===== config.mk =====
export PLATFORM = sky130hd
export DESIGN_NAME = home_bus_handoff
export DESIGN_NICKNAME = d
export VERILOG_FILES = /design/src/rtl/hbh_pkg.sv /design/src/rtl/hbh_phase_sync.sv /design/src/rtl/hbh_next_state.sv /design/src/rtl/hbh_out_decode.sv /design/src/rtl/home_bus_handoff.sv
export SDC_FILE = /design/constraint.sdc
export NUM_CORES = 1
export LEC_CHECK = 0
export BUFFER_PORTS_ARGS = -buffer_cell sky130_fd_sc_hd__buf_2
export CORE_AREA = 2 2 39 41
export CTS_CLUSTER_SIZE = 16
export DETAILED_ROUTE_END_ITERATION = 7
export DIE_AREA = 0 0 41 43
export PLACE_DENSITY = 0.51
export SYNTH_ARGS = -nofsm -noshare
export SYNTH_HDL_FRONTEND = slang
export SYNTH_SLANG_ARGS = --single-unit

===== constraint.sdc =====
create_clock -name clk_i -period 3 [get_ports clk_i]
set_input_delay 0.3 -clock clk_i [delete_from_list [all_inputs] [get_ports clk_i]]
set_output_delay 0.3 -clock clk_i [all_outputs]
set_load 0.005 [all_outputs]

===== src/rtl/hbh_pkg.sv =====
package hbh_pkg;
  typedef enum logic [3:0] {
    ST_RESET = 4'd0,
    ST_CON1  = 4'd1,
    ST_RUN   = 4'd2,
    ST_CHECK = 4'd3,
    ST_ACK   = 4'd4,
    ST_DISC  = 4'd5,
    ST_CON2  = 4'd6,
    ST_CLEAR = 4'd7,
    ST_PAUSE = 4'd8,
    ST_PDISC = 4'd9
  } hbh_state_e;

  typedef struct packed {
    logic pause;
    logic connect;
    logic ack;
    logic clear;
  } hbh_out_t;
endpackage


===== src/rtl/hbh_phase_sync.sv =====
module hbh_phase_sync #(
  parameter int unsigned STAGES = 0
) (
  input  logic clk_i,
  input  logic rst_ni,
  input  logic d_i,
  output logic q_o
);
  generate
    if (STAGES == 0) begin : g_pass
      assign q_o = d_i;
    end else begin : g_sync
      logic [STAGES-1:0] sh_q;
      always_ff @(posedge clk_i or negedge rst_ni) begin
        if (!rst_ni) sh_q <= '0;
        else         sh_q <= {sh_q[STAGES-1:0] << 1} | {{(STAGES-1){1'b0}}, d_i};
      end
      assign q_o = sh_q[STAGES-1];
    end
  endgenerate
endmodule


===== src/rtl/hbh_next_state.sv =====
module hbh_next_state
  import hbh_pkg::*;
(
  input  hbh_state_e state_i,
  input  logic       grant_i,
  input  logic       req_i,
  input  logic       phase_i,
  output hbh_state_e next_o
);
  always_comb begin
    next_o = state_i;
    unique case (state_i)
      ST_RESET: next_o = ST_CON1;
      ST_CON1:  if (phase_i) next_o = ST_RUN;
      ST_RUN: begin
        if (grant_i && !req_i)      next_o = ST_CHECK;
        else if (!grant_i && req_i) next_o = ST_PAUSE;
      end
      ST_CHECK: next_o = grant_i ? ST_ACK : ST_DISC;
      ST_ACK:   next_o = ST_DISC;
      ST_DISC:  if (grant_i) next_o = ST_CON2;
      ST_CON2:  if (phase_i) next_o = ST_CLEAR;
      ST_CLEAR: next_o = ST_RUN;
      ST_PAUSE: next_o = ST_PDISC;
      ST_PDISC: if (grant_i) next_o = ST_CON1;
      default:  next_o = ST_RESET;
    endcase
  end
endmodule


===== src/rtl/hbh_out_decode.sv =====
module hbh_out_decode
  import hbh_pkg::*;
(
  input  hbh_state_e state_i,
  output hbh_out_t   out_o
);
  always_comb begin
    out_o = '{pause: 1'b1, connect: 1'b0, ack: 1'b0, clear: 1'b0};
    unique case (state_i)
      ST_RESET: out_o = '{pause: 1'b1, connect: 1'b0, ack: 1'b0, clear: 1'b0};
      ST_CON1:  out_o = '{pause: 1'b1, connect: 1'b1, ack: 1'b0, clear: 1'b0};
      ST_RUN:   out_o = '{pause: 1'b0, connect: 1'b1, ack: 1'b0, clear: 1'b0};
      ST_CHECK: out_o = '{pause: 1'b0, connect: 1'b1, ack: 1'b0, clear: 1'b0};
      ST_ACK:   out_o = '{pause: 1'b0, connect: 1'b1, ack: 1'b1, clear: 1'b0};
      ST_DISC:  out_o = '{pause: 1'b0, connect: 1'b0, ack: 1'b0, clear: 1'b0};
      ST_CON2:  out_o = '{pause: 1'b0, connect: 1'b1, ack: 1'b0, clear: 1'b0};
      ST_CLEAR: out_o = '{pause: 1'b0, connect: 1'b1, ack: 1'b1, clear: 1'b1};
      ST_PAUSE: out_o = '{pause: 1'b1, connect: 1'b1, ack: 1'b0, clear: 1'b0};
      ST_PDISC: out_o = '{pause: 1'b1, connect: 1'b0, ack: 1'b0, clear: 1'b0};
      default:  out_o = '{pause: 1'b1, connect: 1'b0, ack: 1'b0, clear: 1'b0};
    endcase
  end
endmodule


===== src/rtl/home_bus_handoff.sv =====
module home_bus_handoff
  import hbh_pkg::*;
#(
  parameter int unsigned PHASE_SYNC = 0
) (
  input  logic clk_i,
  input  logic rst_ni,
  input  logic grant_i,
  input  logic home_req_i,
  input  logic cpu_phase_i,
  output logic pause_o,
  output logic connect_o,
  output logic ack_o,
  output logic clear_o
);
  hbh_state_e state_q, state_d;
  hbh_out_t   outs;
  logic       phase_s;

  hbh_phase_sync #(.STAGES(PHASE_SYNC)) u_sync (
    .clk_i  (clk_i),
    .rst_ni (rst_ni),
    .d_i    (cpu_phase_i),
    .q_o    (phase_s)
  );

  hbh_next_state u_next (
    .state_i (state_q),
    .grant_i (grant_i),
    .req_i   (home_req_i),
    .phase_i (phase_s),
    .next_o  (state_d)
  );

  always_ff @(posedge clk_i or negedge rst_ni) begin
    if (!rst_ni) state_q <= ST_RESET;
    else         state_q <= state_d;
  end

  hbh_out_decode u_dec (
    .state_i (state_q),
    .out_o   (outs)
  );

  assign pause_o   = outs.pause;
  assign connect_o = outs.connect;
  assign ack_o     = outs.ack;
  assign clear_o   = outs.clear;

  // leaving reset always lands in attach-stalled
  p_reset_exit_r1: assert property (@(posedge clk_i) disable iff (!rst_ni)
    (state_q == ST_RESET) |=> (pause_o && connect_o));

  // detached-stalled holds while grant is low
  p_pdisc_hold_r4: assert property (@(posedge clk_i) disable iff (!rst_ni)
    (state_q == ST_PDISC && !grant_i) |=> (pause_o && !connect_o));

  // plain ack lasts one cycle and is followed by detach
  p_ack_pulse_r5: assert property (@(posedge clk_i) disable iff (!rst_ni)
    (ack_o && !clear_o) |=> (!ack_o && !connect_o));

  // detached state holds while grant is low
  p_disc_hold_r7: assert property (@(posedge clk_i) disable iff (!rst_ni)
    (state_q == ST_DISC && !grant_i) |=> (!connect_o && !pause_o));


  p_clear_needs_ack_r8: assert property (@(posedge clk_i) disable iff (!rst_ni)
    clear_o |-> ack_o);
  p_clear_exit_r8: assert property (@(posedge clk_i) disable iff (!rst_ni)
    clear_o |=> (!clear_o && !ack_o && connect_o && !pause_o));


  p_pause_ack_excl_r9: assert property (@(posedge clk_i) disable iff (!rst_ni)
    !(pause_o && ack_o));
endmodule


==> impl_metrics.yaml <==
sta:
  fin_crit_sh_pct: 56.53
  worst_pin_slew_ns: 0.4637
  rsz0062_at_grt: "false"
  slew_violations: 0
  relSlewSlack_pct: 69.09
  final_hold_viol_count: 0
  finalSetupViolCount: 0
  fmax_mhz: 589.7
  fin_setup_tns_ns: 0
  fin_skew_ns: 0.0003895
  period_needed_ns: 1.696
placed_design:
  hpwl_um: 696.1
  numPortBuffers: 8
  gp_congestion: 0.7495
route:
  routed_wl_um: 909
  drc_errors: 0
  viasPerCell: 5.165
  dr.pass1.iters: 4
  postRouteAntennaNets: 0
  drtIter0Drc: 11
  routed-via-count: 408
  routedWlPerCell_um: 11.51
clocking:
  clk_latency_ns: 0.23
  cts_tree: "built"
  cts_resized: 0
  cts_buffer_depth: 2
  h-tree-depth: 1
  cts-root-buf: "clkbuf_4"
  path_clk_slew_ns: 0.04
  cts_setup_buffers: 0
  numCtsBuffers: 3
  numClockSinks: 4
outcome:
  status: "complete, no violations"
power_and_ir_drop:
  power_density_nw_per_um2: 999.3
  p_seq_share_pct: 26.5
  clockPowerShare_pct: 12.9
  p_sw_share_pct: 47.51
  max-vdd-ir-drop_mv: 0.4130
  comb_power_share_pct: 60.6
  p_total_mw: 0.5189
  power.switching_mw: 0.2465
  p_int_mw: 0.2723
  p_leak_nw: 0.2415
worst_setup_path:
  worst_path_largest_cell_delay_ns: 0.42
  cp_cell_sequence: "inv_1, ha_1, a21oi_1, o22ai_1, buf_2"
  cp.arrival_ns: 1.40
  required_ns: 2.70
  worstPathMaxFanout: 5
  end_kind: "output pin"
  crit_slowest_cell: "dfrtp_1"
  critPathLaunchType: "flip-flop"
  critPathKind: "flip-flop to output pin"
cells_and_area:
  largest_register_ffs: 4
  seqCellArea_sq_um: 100.1
  multiInputGateArea_sq_um: 307.8
  area_growth_pct: 19.25
  regMostFlops: "state_q"
  n_antenna_cell: 0
  nFillCells: 147
  reg.largest.list: "state_q x4"
  finalNetCount: 75
  drive_gt1_share_pct: 23.81
synth:
  syn_inst: 53
  avgSynthCellArea_sq_um: 8.215
  ys_types: 26
  seq_area_frac_synth_pct: 22.99
  syn_area_sq_um: 435.4
  yosysTopAreaCellShare_pct: 22.99
  async_flop_share_pct: 100.0
  synth_top_area_cell: "dfrtp_1"
  synth-edff-count: 0
  yosysWarnings: 0
  synth_area_leaders: "dfrtp_1, ha_1, nor2_1, a22oi_4, inv_1"
  synth_ff_type: "dfrtp_1"
  synth-seq-cells: 4
  synth_nets: 63
die:
  rows: 14
  core-area_sq_um: 1384
  dieWidth_um: 41
  fp.dieH_um: 43
  start_util_pct: 31.46
  num_io_pins: 9
  dieArea_sq_um: 1763
global_routing:
  grt_max_degree: 15
  antenna_found_initial: 0
  grt_pass1_vias: 368
  grt_pass1_wl_um: 1518
  grt_overflow: 0
  track_usage_pct: 12.50
flow_run:
  maxCapViolCount: 0
min_path:
  hold_path_class: "input pin to asynchronous set/reset pin"
==> Yosys cell counts (2+ instances only) <==
cell	count
nor2_1	7
ha_1	5
inv_1	5
dfrtp_1	4
nand2_1	4
a21oi_1	3
o21ai_0	3
o21bai_1	2
o22ai_1	2
o31ai_1	2
==> power groups by stage <==
| stage | registers [mW] | logic, mW | clock network, mW |
|---|---|---|---|
| finish | 0.138 | 0.314 | 0.0668 |
| global route | 0.144 | 0.351 | 0.0746 |
| CTS | 0.137 | 0.317 | 0.0716 |
| detailed placement | 0.135 | 0.318 | 0 |
| global placement | 0.141 | 0.319 | 0 |
| floorplan | 0.103 | 0.268 | 0 |
==> what timing repair did <==
action / CTS / global route
setup endpoints to repair: 0 / 0
hold buffers: 1 / 0
endpoints found under the hold margin: 4 / 0
==> stage by stage <==
step           setup slack (ns)  utilization [%]  hold slack, ns  std cells  instance area [sq um]
2_1_floorplan             1.494                -        0.004409         53                  435.4
3_3_place_gp              1.319            35.17          0.1059         75                  486.7
3_5_place_dp              1.296            35.17          0.1103         75                  486.7
4_1_cts                   1.299            37.52          0.3901         79                  519.2
5_1_grt                   1.207            37.52          0.4247         79                  519.2
6_report                  1.304            37.52          0.3995         79                  519.2
==> cell type report <==
class	count	share of cell area, %
repair buffers	9	9.639
multi-input cells	42	59.28
flip-flops and latches	4	19.28
inverters	5	3.614
well taps	16	3.855
clock buffers	3	4.337
==> metal layers <==
| layer | global-route usage [%] | share of wire [%] | vias up |
|---|---|---|---|
| li1 | - | - | 211 |
| met1 | 17.46 | 51 | 185 |
| met2 | 17.19 | 44 | 10 |
| met3 | 0 | 3.2 | 2 |
| met4 | 10.00 | 1.1 | 0 |
| met5 | 0 | 0 | - |
==> logic make-up after synthesis <==
logic type      after synthesis  share of synthesized area [%]
xor+xnor                      1                          2.012
simple gates                 16                          18.11
compound gates               19                          33.90
fa+ha+maj                     5                          14.37
buf+inv                       7                          6.320
flops                         4                          22.99
mux                           1                          2.299
==> worst max-delay path: cells and delay by family, from the launching register on <==
kind,cells,cell delay [ns]
flops,1,0.42
buf+inv,2,0.26
fa+ha+maj,1,0.24
compound gates,2,0.24
==> cell usage in the layout (no fill, tap or decap), types with 2 or more instances in the layout <==
master    instances
a21oi_1           3
buf_2             8
clkbuf_4          3
dfrtp_1           4
ha_1              5
inv_1             5
nand2_1           4
nor2_1            7
o21ai_0           3
o21bai_1          2
o22ai_1           2
o31ai_1           2
==> path summary, 6_finish.rpt <==
check | from | to | slack [ns] | cells past startpoint
min in group clk_i | home_req_i | state_q[3] | 0.55 | 4
max reg2reg | state_q[1] | state_q[2] | 1.31 | 6
max in group asynchronous | rst_ni | state_q[0] | 2.49 | 2
max | state_q[1] | connect_o | 1.30 | 5
min reg2reg | state_q[0] | state_q[0] | 0.58 | 2
min | rst_ni | state_q[3] | 0.40 | 2
Power figures use the tool's default switching activity.
